--- src/rtl/spi_seq_pkg.sv ---
package spi_seq_pkg;
  typedef enum logic [1:0] {
    ST_IDLE = 2'd0,
    ST_RUN  = 2'd1,
    ST_GAP  = 2'd2
  } seq_st_e;
endpackage

--- src/rtl/spi_clk_div.sv ---
module spi_clk_div #(
  parameter int unsigned DIV_W = 8
) (
  input  logic             clk_i,
  input  logic             rst_ni,
  input  logic             run_i,
  input  logic [DIV_W-1:0] div_i,
  output logic             tick_o
);
  logic [DIV_W-1:0] cnt_q;

  assign tick_o = run_i && (cnt_q == div_i);

  always_ff @(posedge clk_i or negedge rst_ni) begin
    if (!rst_ni)               cnt_q <= '0;
    else if (!run_i || tick_o) cnt_q <= '0;
    else                       cnt_q <= cnt_q + 1'b1;
  end
endmodule

--- src/rtl/spi_shifter.sv ---
module spi_shifter #(
  parameter int unsigned W = 8
) (
  input  logic         clk_i,
  input  logic         rst_ni,
  input  logic         load_i,
  input  logic [W-1:0] load_data_i,
  input  logic         launch_i,
  input  logic         capture_i,
  input  logic         poci_i,
  output logic         tx_bit_o,
  output logic [W-1:0] rx_next_o
);
  logic [W-1:0] tx_q, rx_q;

  assign tx_bit_o  = tx_q[W-1];
  assign rx_next_o = {rx_q[W-2:0], poci_i};

  always_ff @(posedge clk_i or negedge rst_ni) begin
    if (!rst_ni) begin
      tx_q <= '0;
      rx_q <= '0;
    end else begin
      if (load_i)        tx_q <= load_data_i;
      else if (launch_i) tx_q <= {tx_q[W-2:0], 1'b0};
      if (capture_i)     rx_q <= rx_next_o;
    end
  end
endmodule

--- src/rtl/spi_frame_seq.sv ---
module spi_frame_seq
  import spi_seq_pkg::*;
#(
  parameter int unsigned DATA_W = 8,
  parameter int unsigned DIV_W  = 8
) (
  input  logic              clk_i,
  input  logic              rst_ni,
  input  logic              en_i,
  input  logic              cpol_i,
  input  logic              cpha_i,
  input  logic              three_wire_i,
  input  logic              b2b_i,
  input  logic [DIV_W-1:0]  div_i,
  input  logic [DATA_W-1:0] tx_data_i,
  input  logic              tx_valid_i,
  output logic              tx_ready_o,
  output logic [DATA_W-1:0] rx_data_o,
  output logic              rx_valid_o,
  input  logic              rx_ready_i,
  input  logic              poci_i,
  output logic              sclk_o,
  output logic              pico_o,
  output logic              cs_no,
  output logic              busy_o
);
  // k counts half periods since CS fall: odd k launch, even k capture
  localparam int unsigned KW = $clog2(2 * DATA_W + 3);
  localparam logic [KW-1:0] K_TWO      = KW'(2);
  localparam logic [KW-1:0] K_LAST_LCH = KW'(2 * DATA_W - 1);
  localparam logic [KW-1:0] K_LAST_CAP = KW'(2 * DATA_W);
  localparam logic [KW-1:0] K_PH0_END  = KW'(2 * DATA_W + 1);
  localparam logic [KW-1:0] K_DONE     = KW'(2 * DATA_W + 2);

  seq_st_e st_q, st_d;
  logic [KW-1:0] k_q, k_d, knext;
  logic tick, run_tick, start, launch, capture, last_cap, cont, toggle, done;
  logic tx_bit;
  logic [DATA_W-1:0] rx_next, rx_data_q;
  logic cs_q, sclk_q, pico_q, rx_valid_q;

  spi_clk_div #(.DIV_W(DIV_W)) u_div (
    .clk_i  (clk_i),
    .rst_ni (rst_ni),
    .run_i  (st_q != ST_IDLE),
    .div_i  (div_i),
    .tick_o (tick)
  );

  assign knext    = k_q + 1'b1;
  assign run_tick = (st_q == ST_RUN) && tick;
  assign start    = (st_q == ST_IDLE) && en_i && tx_valid_i;
  assign launch   = run_tick && knext[0] && (knext <= K_LAST_LCH);
  assign capture  = run_tick && !knext[0] && (knext <= K_LAST_CAP);
  assign last_cap = capture && (knext == K_LAST_CAP);
  assign cont     = last_cap && cpha_i && b2b_i && en_i && tx_valid_i;
  assign done     = run_tick && (knext == K_DONE);
  assign toggle   = run_tick && (cpha_i ? (knext <= K_LAST_CAP)
                                        : ((knext >= K_TWO) && (knext <= K_PH0_END)));

  assign tx_ready_o = ((st_q == ST_IDLE) && en_i) ||
                      (last_cap && cpha_i && b2b_i && en_i);

  spi_shifter #(.W(DATA_W)) u_shift (
    .clk_i       (clk_i),
    .rst_ni      (rst_ni),
    .load_i      (start || cont),
    .load_data_i (tx_data_i),
    .launch_i    (launch),
    .capture_i   (capture),
    .poci_i      (poci_i),
    .tx_bit_o    (tx_bit),
    .rx_next_o   (rx_next)
  );

  always_comb begin
    st_d = st_q;
    k_d  = k_q;
    unique case (st_q)
      ST_IDLE: if (start) begin
        st_d = ST_RUN;
        k_d  = '0;
      end
      ST_RUN: if (tick) begin
        if (done) begin
          st_d = ST_GAP;
          k_d  = '0;
        end else if (cont) begin
          k_d = '0;
        end else begin
          k_d = knext;
        end
      end
      ST_GAP: if (tick) begin
        // minimum CS high time: one SCLK period
        if (knext == K_TWO) begin
          st_d = ST_IDLE;
          k_d  = '0;
        end else begin
          k_d = knext;
        end
      end
      default: st_d = ST_IDLE;
    endcase
  end

  always_ff @(posedge clk_i or negedge rst_ni) begin
    if (!rst_ni) begin
      st_q       <= ST_IDLE;
      k_q        <= '0;
      cs_q       <= 1'b1;
      sclk_q     <= 1'b0;
      pico_q     <= 1'b0;
      rx_valid_q <= 1'b0;
      rx_data_q  <= '0;
    end else begin
      st_q <= st_d;
      k_q  <= k_d;
      cs_q <= three_wire_i ? 1'b0 : (st_d != ST_RUN);
      if (st_q != ST_RUN) sclk_q <= cpol_i;
      else if (toggle)    sclk_q <= ~sclk_q;
      if (launch) pico_q <= tx_bit;
      if (last_cap) begin
        rx_valid_q <= 1'b1;
        rx_data_q  <= rx_next;
      end else if (rx_ready_i) begin
        rx_valid_q <= 1'b0;
      end
    end
  end

  assign sclk_o     = sclk_q;
  assign pico_o     = pico_q;
  assign cs_no      = cs_q;
  assign busy_o     = (st_q == ST_RUN);
  assign rx_valid_o = rx_valid_q;
  assign rx_data_o  = rx_data_q;
endmodule

--- config.mk ---
export PLATFORM = sky130hd
export DESIGN_NAME = spi_frame_seq
export DESIGN_NICKNAME = d
export VERILOG_FILES = /design/src/rtl/spi_seq_pkg.sv /design/src/rtl/spi_clk_div.sv /design/src/rtl/spi_shifter.sv /design/src/rtl/spi_frame_seq.sv
export SDC_FILE = /design/constraint.sdc
export NUM_CORES = 1
export LEC_CHECK = 0
export ABC_CLOCK_PERIOD_IN_PS = 4500
export CAP_MARGIN = 5
export CORE_UTILIZATION = 31
export CTS_CLUSTER_DIAMETER = 30
export DETAILED_ROUTE_END_ITERATION = 16
export PLACE_DENSITY = 0.57
export REMOVE_ABC_BUFFERS = 1
export SETUP_SLACK_MARGIN = 0.3
export SYNTH_ARGS = -nofsm -noshare
export SYNTH_HDL_FRONTEND = slang
export SYNTH_SLANG_ARGS = --single-unit
export TNS_END_PERCENT = 50
--- constraint.sdc ---
create_clock -name clk_i -period 4.5 [get_ports clk_i]
set_clock_uncertainty 0.2 [all_clocks]
set_input_delay 1.35 -clock clk_i [delete_from_list [all_inputs] [get_ports clk_i]]
set_output_delay 1.35 -clock clk_i [all_outputs]
set_load 0.02 [all_outputs]
Word level (Yosys, flattened, before mapping)
Cells that the tools add are included.

Input port bits: 26. Register bits: 42. Output and inout bits: 14.

Add/sub/neg operators: 2. Reductions and logical operators: 28. Equality and inequality tests: 11. Bitwise operators: 1. $lt $le $gt $ge: 4. Muxes and demuxes: 22.

Operator list (number): two-way mux 5 bit (6); two-way mux 8 bit (3); logical AND 1 bit (16); case mux 5 bit (3 select lines) (1); == test 5 bit (second input constant) (2); <= comparator 5 bit (second input constant) (2); two-way mux 2 bit (5); adder 8 x 1 -> 8 bit (second input constant) (1); == test 8 bit (1); nonzero test 2 bit (4); two-way mux 1 bit (6); inequality test 2 x 1 -> 1 bit (second input constant) (3); case mux 2 bit (3 select lines) (1); adder 5 x 1 -> 5 bit (second input constant) (1); == test 5 x 2 -> 1 bit (second input constant) (1); >= comparator 5 x 2 -> 1 bit (second input constant) (1); <= comparator 5 x 4 -> 1 bit (second input constant) (1); inequality test 2 bit (second input constant) (2); AND reduction 4 bit (1); logical OR 1 bit (3); nonzero test 3 bit (1); == test 2 x 1 -> 1 bit (second input constant) (1); == test 2 bit (second input constant) (1); zero test 1 bit (2); other kinds (2) (2).

Logic depth before layout (Yosys ltp)
Word-level depth: 14. Mapped depth: 10. Gate-level depth less buffers: 9.

Cells and area by module
A second synthesis with hierarchy kept.

Cells, all modules: 233. Area total of the unflattened synthesis: 2562.5 sq um.

By module, submodules not included: spi_frame_seq (sequential area each 476.7 sq um, times used 1, area an instance 1393.8 sq um, cells an instance 137); spi_shifter (sequential area each 375.4 sq um, times used 1, area an instance 668.1 sq um, cells an instance 50); spi_clk_div (sequential area each 200.2 sq um, times used 1, area an instance 500.5 sq um, cells an instance 46).

Worst setup path before layout
Ideal clock, no wire load.

Path type: input to output. Start point: input div_i[2]. End point: output tx_ready_o. Data arrival time: 2406 ps. Buffers on the path: 0. Stages on the path: 5. Required time: 2950 ps. Slack: 544 ps. Cells stage by stage: xnor2_1 > nand4_1 > nor3_4 > a31oi_1 > nor2b_1.

Word-level cells in the longest chain between the ends: 10.

RTL lines: start, declared (line spi_frame_seq.sv:14) `input logic [DIV_W-1:0] div_i,`; == test 8 bit (line spi_clk_div.sv:12) `assign tick_o = run_i && (cnt_q == div_i);`; logical AND 1 bit (line spi_clk_div.sv:12); logical AND 1 bit (line spi_frame_seq.sv:51) `assign run_tick = (st_q == ST_RUN) && tick;`; logical AND 1 bit (2 in series) (line spi_frame_seq.sv:54) `assign capture = run_tick && !knext[0] && (knext <= K_LAST_CAP);`; logical AND 1 bit (line spi_frame_seq.sv:55) `assign last_cap = capture && (knext == K_LAST_CAP);`; logical AND 1 bit (3 in series) (line spi_frame_seq.sv:62) `(last_cap && cpha_i && b2b_i && en_i);`; logical OR 1 bit (line spi_frame_seq.sv:61) `assign tx_ready_o = ((st_q == ST_IDLE) && en_i) ||`; end, declared (line spi_frame_seq.sv:17) `output logic tx_ready_o,`.

No other way between the ends.

Worst setup path in the final report
Start point: input div_i[1]. End point: output tx_ready_o.

The elaborated chain is that of the path after synthesis.

==> impl_results.md <==
- Final setup fails: 0
- RR Endpoint: u_shift.rx_q[5]$_DFFE_PN0N_
- Worst setup EP type: primary output
- Worst EP arrival: ~2.5 ns
- Clock-pin slew on the worst setup and hold paths: 0.08 ns
- Post-Syn Instances: 204
- Nets: approximately 300
- # H-tree levels: 2
- Drt via density: about 4.7
- Pleak: 1.36 nW
- CP Launch Type: input pin
- Worst hold path class: flop to flop
- Fill cells: slightly below 700
- Layout cells sized above 1: 0.198
- Pin count of the biggest net entering global routing: between 40 and 50
- Clock tree buffer depth: 2
- Largest area contributor in the netlist: dfrtp_1
- Syn avg cell area: 11.1 um2
- Crit-path max FO: 2
- RSZ-0062 raised after global routing: false
- RR Startpoint: st_q[0]$_DFF_PN0_
- Standard-cell rows: 30
- I/O Pins: 40
- Commonest cells in the netlist: 41 x dfrtp_1, 13 x nor2_1, 11 x inv_1, 11 x nand3_1
- Overflow after GRT: 0
- Most frequent cell after synthesis: dfrtp_1
- Worst path max stage delay: between 0.2 and 0.3 ns
- Initial Utilization: 0.328
- Max_cap viols: 0
- R2R cell count: 9
- Synth area leaders: dfrtp_1 45%, ha_1 5.5%, mux2_4 4.6%, mux2_2 4.5%, xnor2_1 3.9%
- Worst Hold Launch: u_shift.tx_q[7]$_DFFE_PN0P_
- CTS Hold Buffers Added: 0
- Worst-margin pin slew: slightly above 0.9 ns
- CTS tree: built
- Min Tclk post-route: roughly 4.1 ns
- Core ar.: approximately 6900 um2
- F_max: between 200 and 250 MHz
- Netlist cell types: 46
- Die area: 7640 um2
- Post-synth EDFFs: 0
- Post-synthesis sequential area ratio: 0.465
- Root buffer cell: clkbuf_8
- Vias in the first global route: around 1700
- Worst rel slew slack: 0.382
- CTS Buf Count: 5
- Syn Std Cell Area: between 2000 and 2500 um2
- Yosys reg bits: 42
- CP Data Required Time: just under 3 ns
- Max Slew Vio Count: 0
- Clock sinks: 42
- WL per Instance: approximately 13 um
- Top cell type's share of synthesized area: 0.454
- FF-to-FF setup slack: 1.70 ns
- Max VDD drop: ~0.16 mV
- Iteration-0 DRC count of the detailed router: 74
- Asr flop ratio synth: 1.00
- Final GP Congestion: between 0.7 and 0.8
- PD cells: ~370 nW/um2
- Hpwl dp: roughly 3.4 mm
- Status: complete, no violations
- DRC Markers: 0
- Slowest CP cell: dlygate4sd2_1
- Setup Crit Path Kind: input pin to primary output
- Final Cell Area: ~2900 um2
- Cell breakdown of the critical path: dlygate4sd2_1 > xnor2_1 > nand4_1 > nor3_4 > a31oi_4 > nor2b_1 > buf_4
- Clock Latency Late Sink: about 0.29 ns
- Ys Warns: 0
- Drt first pass iters: 4
- Hold Worst Slack: ~0.28 ns
- Hold Fails Final Rpt: 0
- I/O Buffers: 39
- Period utilization: 0.909
- WHS Path Cells: 1
- First-pass GRT wire length: 8.12 mm
- Final WL: roughly 4.6 mm
- Post-DP Area: between 2000 and 3000 um2
- Via count: 1664
- All-Layer GR Usage: 0.137
- Initial antenna violation count: 0
- DIE HEIGHT: approximately 90 um
- Area grow syn2layout: 29.3%
- Die width: slightly below 90 um
- Ant diodes: 0
- Top_reg_cell synth: dfrtp_1
- Antenna Violating Nets Remaining: 0
- Worst hold endpoint: u_shift.tx_q[7]$_DFFE_PN0P_
## power breakdown
part           switching [mW]  internal, mW
registers              0.0441         0.439
clock network           0.134         0.110
logic                   0.199         0.158
## kinds of logic after synthesis
family,after synthesis,share of synthesized area
AND/OR/NAND/NOR,56,0.136
AO/OA/AOI/OAI,44,0.140
flip-flops,42,0.465
XOR/XNOR,19,0.0769
multiplexers,17,0.0962
buffers and inverters,16,0.0304
adder cells (fa/ha/maj),10,0.0553
## worst max path at each step
| stage | startpoint | end | cells after the start |
|---|---|---|---|
| after detailed placement | div_i[4] | tx_ready_o | 7 |
| after global routing | div_i[1] | tx_ready_o | 7 |
| final | div_i[1] | tx_ready_o | 7 |
| after floorplan | div_i[2] | tx_ready_o | 5 |
| after global placement | div_i[2] | tx_ready_o | 7 |
| after CTS | div_i[4] | tx_ready_o | 7 |
## cell usage in the layout (no fill, tap or decap), types with 4 or more instances in the layout
cell type,instances
dfrtp_1,41
clkdlybuf4s50_1,29
nor2_1,13
buf_4,12
inv_1,11
nand3_1,11
ha_1,10
a21oi_1,9
mux2_2,9
xnor2_1,8
xor2_1,8
nand2_1,8
a22o_1,8
a21o_1,7
mux2_4,7
clkbuf_8,5
nor3_1,4
o21ai_0,4
clkdlybuf4s15_1,4
## critical path: cells and delay by family
| kind | cells | cell delay (ns) |
|---|---|---|
| and+or+nand+nor | 3 | 0.52 |
| xor gates and xnor gates | 1 | 0.14 |
| buffers and inverters | 2 | 0.40 |
| AOI/OAI and AO/OA | 1 | 0.12 |
## sequential cells by signal, summed over array words and instances, names as in the netlist
signal and flops:
st_q 2, k_q 5, u_shift.tx_q 8, cs_no 1, u_shift.rx_q 7, rx_valid_o 1
pico_o 1, u_div.cnt_q 8, sclk_o 1, rx_data_o 8
## through the flow
| stage | setup WS, ns | total power, mW | util | std cells | setup TNS, ns |
|---|---|---|---|---|---|
| 3_5_place_dp | -0.325 | 0.843 | 0.405 | 342 | -0.325 |
| 2_1_floorplan | 0.544 | 0.707 | - | 199 | 0 |
| 3_3_place_gp | -0.311 | 0.840 | 0.405 | 342 | -0.311 |
| 5_1_grt | 0.301 | 1.16 | 0.423 | 353 | 0 |
| 6_report | 0.412 | 1.08 | 0.423 | 353 | 0 |
| 4_1_cts | 0.314 | 1.09 | 0.418 | 351 | 0 |
## layer usage
| layer | up-vias | track usage | part of all wire |
|---|---|---|---|
| met2 | 38 | 0.217 | 0.45 |
| met1 | 796 | 0.182 | 0.49 |
| li1 | 823 | - | - |
| met3 | 7 | 0.0389 | 0.051 |
| met4 | 0 | 0.0387 | 0.0091 |
| met5 | - | 0 | 0 |
## what timing repair did
item                       CTS  global route
buffers inserted             1             2
pin swaps                    9            11
gates resized for setup     14            11
setup endpoints to repair    1             1
## final cells by class
type | count | area (um2) | area share
sequential | 42 | 1050 | 0.360
tap | 96 | 120 | 0.0411
timing repair buffer | 50 | 453 | 0.155
clock buffer | 6 | 72.6 | 0.0248
inverter | 11 | 41.3 | 0.0141
multi-input combinational | 146 | 1170 | 0.401
clock inverter | 2 | 13.8 | 0.00471
Note: power is estimated with default switching activity, not from simulation.
